`src/rtl/cmdstage_pkg.sv`:
```
// Shared constants and helpers for the command re-drive stage.
// Assumes the conventional active-low strobe encoding where all-high is a no-operation.
package cmdstage_pkg;

    localparam logic [2:0] CMD_NOP = 3'b111;

    // Forms the command code seen by an array whose decoder honours the chip selects.
    function automatic logic [2:0] cmd_code(input logic any_sel, input logic ras_n,
                                            input logic cas_n, input logic we_n);
        return any_sel ? {ras_n, cas_n, we_n} : CMD_NOP;
    endfunction

endpackage

```
`src/rtl/stage_reg.sv`:
```
// One pipeline register lane group with a synchronous active-low reset to a given value.
// Assumes RST_VAL is a constant of width W.
module stage_reg #(
    parameter int          W       = 8,
    parameter logic [W-1:0] RST_VAL = '0
) (
    input  logic         clk,
    input  logic         rst_n,
    input  logic [W-1:0] d,
    output logic [W-1:0] q
);
    // Capture the inputs on every rising edge, or load the safe value under reset.
    always_ff @(posedge clk) begin
        if (!rst_n) q <= RST_VAL;
        else        q <= d;
    end
endmodule

```
`src/rtl/stage_sel.sv`:
```
// Chooses, lane by lane, between the combinational path and the registered path.
// Assumes sel is static during operation.
module stage_sel #(
    parameter int W = 8
) (
    input  logic         sel_reg,
    input  logic [W-1:0] d_thru,
    input  logic [W-1:0] d_reg,
    output logic [W-1:0] q
);
    for (genvar i = 0; i < W; i++) begin : g_lane
        // Each lane takes the registered copy in registered mode, the live input otherwise.
        assign q[i] = sel_reg ? d_reg[i] : d_thru[i];
    end
endmodule

```
`src/rtl/cl_calc.sv`:
```
// Computes the CAS latency the read-capture logic must use, one bit wider than the device value.
// Assumes the mode adds exactly one clock of pipeline.
module cl_calc #(
    parameter int CL_W = 3
) (
    input  logic          reg_mode,
    input  logic [CL_W-1:0] dev_cl,
    output logic [CL_W:0]   eff_cl
);
    // Widen first so the addition cannot wrap.
    always_comb begin
        eff_cl = {1'b0, dev_cl} + {{CL_W{1'b0}}, reg_mode};
    end
endmodule

```
`src/rtl/cmd_redrive_stage.sv`:
```
// Top of the command re-drive stage: one-clock pipeline or pass-through for every
// control, address and mask line, plus decoded command and effective CAS latency.
// Assumes reg_mode is tied static; changing it is only meaningful around a reset.
module cmd_redrive_stage
    import cmdstage_pkg::*;
#(
    parameter int NUM_CS = 2,
    parameter int BANK_W = 2,
    parameter int ADDR_W = 12,
    parameter int MASK_W = 8,
    parameter int CL_W   = 3
) (
    input  logic              clk,
    input  logic              rst_n,
    input  logic              reg_mode,
    input  logic [CL_W-1:0]   dev_cl,
    input  logic [NUM_CS-1:0] ctl_cs_n,
    input  logic              ctl_ras_n,
    input  logic              ctl_cas_n,
    input  logic              ctl_we_n,
    input  logic              ctl_cke,
    input  logic [BANK_W-1:0] ctl_bank,
    input  logic [ADDR_W-1:0] ctl_addr,
    input  logic [MASK_W-1:0] ctl_dqm,
    output logic [NUM_CS-1:0] arr_cs_n,
    output logic              arr_ras_n,
    output logic              arr_cas_n,
    output logic              arr_we_n,
    output logic              arr_cke,
    output logic [BANK_W-1:0] arr_bank,
    output logic [ADDR_W-1:0] arr_addr,
    output logic [MASK_W-1:0] arr_dqm,
    output logic [2:0]        arr_cmd,
    output logic [CL_W:0]     eff_cl
);
    localparam int CTL_W = NUM_CS + 4;
    localparam int ADR_W = BANK_W + ADDR_W;

    localparam logic [CTL_W-1:0]  CTL_RST = {{NUM_CS{1'b1}}, CMD_NOP, 1'b0};
    localparam logic [ADR_W-1:0]  ADR_RST = '0;
    localparam logic [MASK_W-1:0] MSK_RST = '1;

    logic [CTL_W-1:0]  ctl_in, ctl_q, ctl_out;
    logic [ADR_W-1:0]  adr_in, adr_q, adr_out;
    logic [MASK_W-1:0] msk_q;

    assign ctl_in = {ctl_cs_n, ctl_ras_n, ctl_cas_n, ctl_we_n, ctl_cke};
    assign adr_in = {ctl_bank, ctl_addr};

    // Command strobes and clock enable: resets to deselect plus no-operation.
    stage_reg #(.W(CTL_W), .RST_VAL(CTL_RST)) u_ctl_reg (
        .clk(clk), .rst_n(rst_n), .d(ctl_in), .q(ctl_q));

    // Bank and address lanes.
    stage_reg #(.W(ADR_W), .RST_VAL(ADR_RST)) u_adr_reg (
        .clk(clk), .rst_n(rst_n), .d(adr_in), .q(adr_q));

    // Data masks, kept on the same pipeline depth as the commands.
    stage_reg #(.W(MASK_W), .RST_VAL(MSK_RST)) u_msk_reg (
        .clk(clk), .rst_n(rst_n), .d(ctl_dqm), .q(msk_q));

    stage_sel #(.W(CTL_W)) u_ctl_sel (
        .sel_reg(reg_mode), .d_thru(ctl_in), .d_reg(ctl_q), .q(ctl_out));

    stage_sel #(.W(ADR_W)) u_adr_sel (
        .sel_reg(reg_mode), .d_thru(adr_in), .d_reg(adr_q), .q(adr_out));

    stage_sel #(.W(MASK_W)) u_msk_sel (
        .sel_reg(reg_mode), .d_thru(ctl_dqm), .d_reg(msk_q), .q(arr_dqm));

    assign {arr_cs_n, arr_ras_n, arr_cas_n, arr_we_n, arr_cke} = ctl_out;
    assign {arr_bank, arr_addr} = adr_out;

    // Decode what the array will act on, from the array-side lines.
    always_comb begin
        arr_cmd = cmd_code(~&arr_cs_n, arr_ras_n, arr_cas_n, arr_we_n);
    end

    cl_calc #(.CL_W(CL_W)) u_cl (
        .reg_mode(reg_mode), .dev_cl(dev_cl), .eff_cl(eff_cl));

endmodule

```
`config.mk`:
```
export PLATFORM = sky130hd
export DESIGN_NAME = cmd_redrive_stage
export DESIGN_NICKNAME = d
export VERILOG_FILES = /design/src/rtl/cmdstage_pkg.sv /design/src/rtl/stage_reg.sv /design/src/rtl/stage_sel.sv /design/src/rtl/cl_calc.sv /design/src/rtl/cmd_redrive_stage.sv
export SDC_FILE = /design/constraint.sdc
export NUM_CORES = 1
export LEC_CHECK = 0
export BUFFER_PORTS_ARGS = -buffer_cell sky130_fd_sc_hd__buf_4
export CAP_MARGIN = 20
export CORE_ASPECT_RATIO = 1.1
export CORE_MARGIN = 2
export CORE_UTILIZATION = 25
export CTS_BUF_LIST = sky130_fd_sc_hd__clkbuf_16
export DETAILED_ROUTE_END_ITERATION = 12
export SETUP_SLACK_MARGIN = 0.05
export SYNTH_ARGS = -nofsm -noshare
export SYNTH_HDL_FRONTEND = slang
export SYNTH_SLANG_ARGS = --single-unit
```
`constraint.sdc`:
```
create_clock -name clk -period 2.1 [get_ports clk]
set_input_delay 0.42 -clock clk [delete_from_list [all_inputs] [get_ports clk]]
set_output_delay 0.42 -clock clk [all_outputs]
set_load 0.01 [all_outputs]
```
* After elaboration in Yosys (flattened, before gate mapping)
Index checks and enable logic that the tools add are counted.
** Word-level totals
- Logic and storage cells :: 34
- Register bits after elaboration :: 28
- Input bits :: 34
- Output and inout bits :: 35
** Cells by class
- Reduce and logical (&&, ||, !) cells :: 1
- Add/subtract/negate cells :: 1
- Muxes and demuxes :: 29
** Operators with widths (count)
- 1-bit two-way mux :: 28
- 3-bit by 1-bit adder with 4-bit output :: 1
- 3-bit two-way mux :: 1
- 2-bit AND reduction :: 1

* Longest topological paths before layout
- Word-level depth :: 3
- Mapped depth :: 3
- Gate-level depth less buffers :: 3

* Hierarchy
A second synthesis with hierarchy kept.
** Second synthesis, totals
- Cell total of the unflattened synthesis :: 95
- Area, all modules :: 1224.9 µm²
** Modules (own cells, without submodules)
- stage_reg at u_adr_reg :: sequential area each 280.3 µm², instances 1, cells each 29, area each 391.6 µm²
- stage_reg at u_msk_reg :: sequential area each 160.2 µm², instances 1, cells each 16, area each 210.2 µm²
- stage_sel at u_adr_sel :: sequential area each 0.0 µm², instances 1, cells each 15, area each 168.9 µm²
- stage_reg at u_ctl_reg :: sequential area each 120.1 µm², instances 1, cells each 12, area each 157.7 µm²
- stage_sel at u_msk_sel :: sequential area each 0.0 µm², instances 1, cells each 9, area each 131.4 µm²
- stage_sel at u_ctl_sel :: sequential area each 0.0 µm², instances 1, cells each 7, area each 101.3 µm²
- cl_calc :: sequential area each 0.0 µm², instances 1, cells each 4, area each 41.3 µm²
- cmd_redrive_stage :: sequential area each 0.0 µm², instances 1, cells each 3, area each 22.5 µm²

* Worst setup path before layout
No wires, ideal clock.
- Path kind :: input to output
- From :: input port reg_mode
- To :: output port arr_cmd[0]
- Setup slack :: 0.672 ns
- Path buffers :: 1
- Required time :: 1.680 ns
- Arrival :: 1.008 ns
- Cell stages on the path :: 3
- Cell sequence :: buf_4 > a21bo_1 > o22a_1
** Between the ends
- Cells in the longest elaborated chain, start to end :: 3
- Elaborated cells on any way between the ends :: 5
- Those cells by class :: 4 x mux; 1 x reduce/logical
** RTL lines
- from (decl) :: line cmd_redrive_stage.sv:15 : input logic reg_mode,
- 1-bit two-way mux :: line stage_sel.sv:13 : assign q[i] = sel_reg ? d_reg[i] : d_thru[i];
- 2-bit AND reduction :: line cmd_redrive_stage.sv:76 : arr_cmd = cmd_code(~&arr_cs_n, arr_ras_n, arr_cas_n, arr_we_n);
- 3-bit two-way mux (*) :: line cmdstage_pkg.sv:10 : return any_sel ? {ras_n, cas_n, we_n} : CMD_NOP;
- to (decl) :: line cmd_redrive_stage.sv:33 : output logic [2:0] arr_cmd,
Every way passes the cells marked *; elsewhere a longest branch is shown, timed or not.

* Worst setup path after layout
- From :: input port reg_mode
- To :: output port eff_cl[2]
** Between the ends
- Cells in the longest elaborated chain, start to end :: 1
** RTL lines
- 3-bit by 1-bit adder with 4-bit output :: line cl_calc.sv:12 : eff_cl = {1'b0, dev_cl} + {{CL_W{1'b0}}, reg_mode};
- to (decl) :: line cmd_redrive_stage.sv:34 : output logic [CL_W:0] eff_cl
No other way between the ends.

==> reports/metrics.yaml <==
run_status:
  status: "complete, no violations"
timing:
  finalCritPeriodShare_pct: 88.4
  slew_headroom_pct: 73.6
  hold_violations: 0
  setup_viol: 0
  worst_slew_pin_slew_ns: 0.396
  final.setup.tns_ns: 0
  fin_crit_ns: 1.86
  maxClockFrequency_ghz: 0.539
  slew_viol_final: 0
  rsz0062_at_grt: "false"
floorplan:
  start_util_pct: 25.5
  io-pin-count: 69
  fp.coreArea_um2: 4550
  die_w_um: 69.0
  fp.dieH_um: 75.5
  row_count: 26
  die-area_um2: 5210
pwr:
  power-per-cell-area_nw_per_um2: 695
  p_leak_nw: 0.821
  clockPowerShare_pct: 33.5
  p_sw_mw: 0.273
  p_seq_share_pct: 45.7
  vdd_ir_drop_max_v: 0.000263
  power.share.switching_pct: 22.0
  intPower_mw: 0.971
  p_comb_share_pct: 20.8
  power_mw: 1.24
global_routing:
  antenna_found_initial: 0
  grt_pass1_wl_um: 3860
  overflow: 0
  grt_pass1_vias: 930
  grt_usage_pct: 9.75
  grt_max_degree: 32
yosys:
  synth_nets: 134
  ys_types: 14
  synthMuxAreaShare_pct: 27.2
  netlist_area_um2: 1160
  synth_top_family_by_area: "multiplexers"
  synth-adder-area-share_pct: 2.16
  synthSimpleGateAreaFrac_pct: 15.6
  synth-compound-area-share_pct: 3.77
  ys_ff_latch: 28
  ys.warnings.count: 0
  ys_seq_area_share_pct: 48.3
  netlist_instances: 98
  synth-xor-area-share_pct: 0.754
  syn_avg_cell_area_um2: 11.8
worst_hold_path:
  hold_path.class: "input pin to register"
route:
  antenna_left: 0
  drc: 0
  wl_per_cell_um: 11.6
  wl_um: 2560
  drtIter0Drc: 23
  routed_via_density: 4.29
  drt_pass1_iterations: 2
  dr_total_vias: 943
clocking:
  holdBufCountCts: 0
  cts.root.buffer_cell: "clkbuf_16"
  cts_resized: 0
  clk_pin_slew_ns: 0.06
  cts_tree: "done"
  clock_sinks: 28
  clockBufferDepth: 2
  cts_made_buffers: 3
  cts_setup_buffers: 0
  htreeDepth: 1
layout:
  drive_above_1_share_pct: 60.4
  fin_nets: 202
  regArea_um2: 561
  diodes: 0
  layout_commonest_cell: "buf_4"
  final_cell_mix: "68 x buf_4, 28 x mux2_2, 28 x dfxtp_1, 15 x and2_1, 13 x nand2b_1"
  multi_input_area_um2: 574
  fillCellCount: 457
  area_growth_syn_to_layout_pct: 54.2
critical_path:
  crit_arrival_ns: 1.44
  start_kind: "input pin"
  critPathRequiredTime_ns: 1.68
  crit_fanout: 31
  cp-end-kind: "output pin"
  worstSetupPathType: "input pin to output pin"
place:
  hpwlAfterDp_um: 1940
  place.gp.congestion: 0.664
  io_buffers: 68
run:
  drv_cap: 0
## routing by layer
metal  share of wire (%)  wire length (µm)  GRT usage, %  vias to the layer above
li1                    -                 -             -                      466
met1                  43              1090          11.7                      427
met2                  48              1230          17.4                       47
met3                 8.5               219          1.77                        3
met4                0.98                25          3.27                        0
met5                   0                 0             0                        -
## cell usage after synthesis
library cell  count  area [µm²]
nand2b_1         13        81.3
mux2_2           28         315
and2_1           15        93.8
dfxtp_1          28         561
clkbuf_1          1        3.75
and3_1            1        6.26
buf_4             1        7.51
xor2_1            1        8.76
ha_1              2        25.0
buf_2             2        10.0
a21bo_1           1        10.0
clkbuf_2          1        5.00
o22a_1            3        26.3
a21o_1            1        7.51
## final timing paths
path,start,end,slack (ns),depth (start not counted)
worst max-delay path,reg_mode,eff_cl[2],0.24,5
worst min-delay path,ctl_dqm[1],u_msk_reg.q[1],0.35,2
## area by class of cell
class | instances | area share (%)
Multi-Input combinational cell | 65 | 32.1
Tap cell | 56 | 3.91
Sequential cell | 28 | 31.3
Timing Repair Buffer | 68 | 28.5
Clock buffer | 3 | 4.19
## power groups by stage
| stage | sequential [mW] | combinational, mW | clock, mW |
|---|---|---|---|
| floorplan | 0.576 | 0.122 | 0 |
| global placement | 0.579 | 0.258 | 0 |
| detailed placement | 0.580 | 0.261 | 0 |
| CTS | 0.568 | 0.263 | 0.438 |
| global route | 0.571 | 0.281 | 0.462 |
| finish | 0.568 | 0.258 | 0.417 |
## sequential cells by signal, summed over array words and instances (netlist names)
signal / flops
u_adr_reg.q: 14
u_ctl_reg.q: 6
u_msk_reg.q: 8
## stage by stage
stage	instances	utilization (%)	cell area, µm²	hold slack (ns)	worst slack [ns]
2_1_floorplan	98	-	1160	0.493	0.672
3_5_place_dp	217	37.7	1720	0.616	0.223
6_report	220	39.3	1790	0.351	0.244
4_1_cts	220	39.3	1790	0.349	0.228
5_1_grt	220	39.3	1790	0.351	0.106
3_3_place_gp	217	37.7	1720	0.614	0.262
## worst max-delay path: stages
cell    delay, ns
buf_4        0.34
ha_1         0.24
ha_1         0.16
xor2_1       0.14
buf_4        0.13
## cell families (layout without fill, tap and decap cells)
logic type / count (synthesis) / count (layout)
flops: 28 / 28
compound gates: 5 / 5
buf+inv: 5 / 71
simple gates: 29 / 29
mux: 28 / 28
fa+ha+maj: 2 / 2
xor+xnor: 1 / 1
No activity file was read; power rests on OpenSTA's default activity.
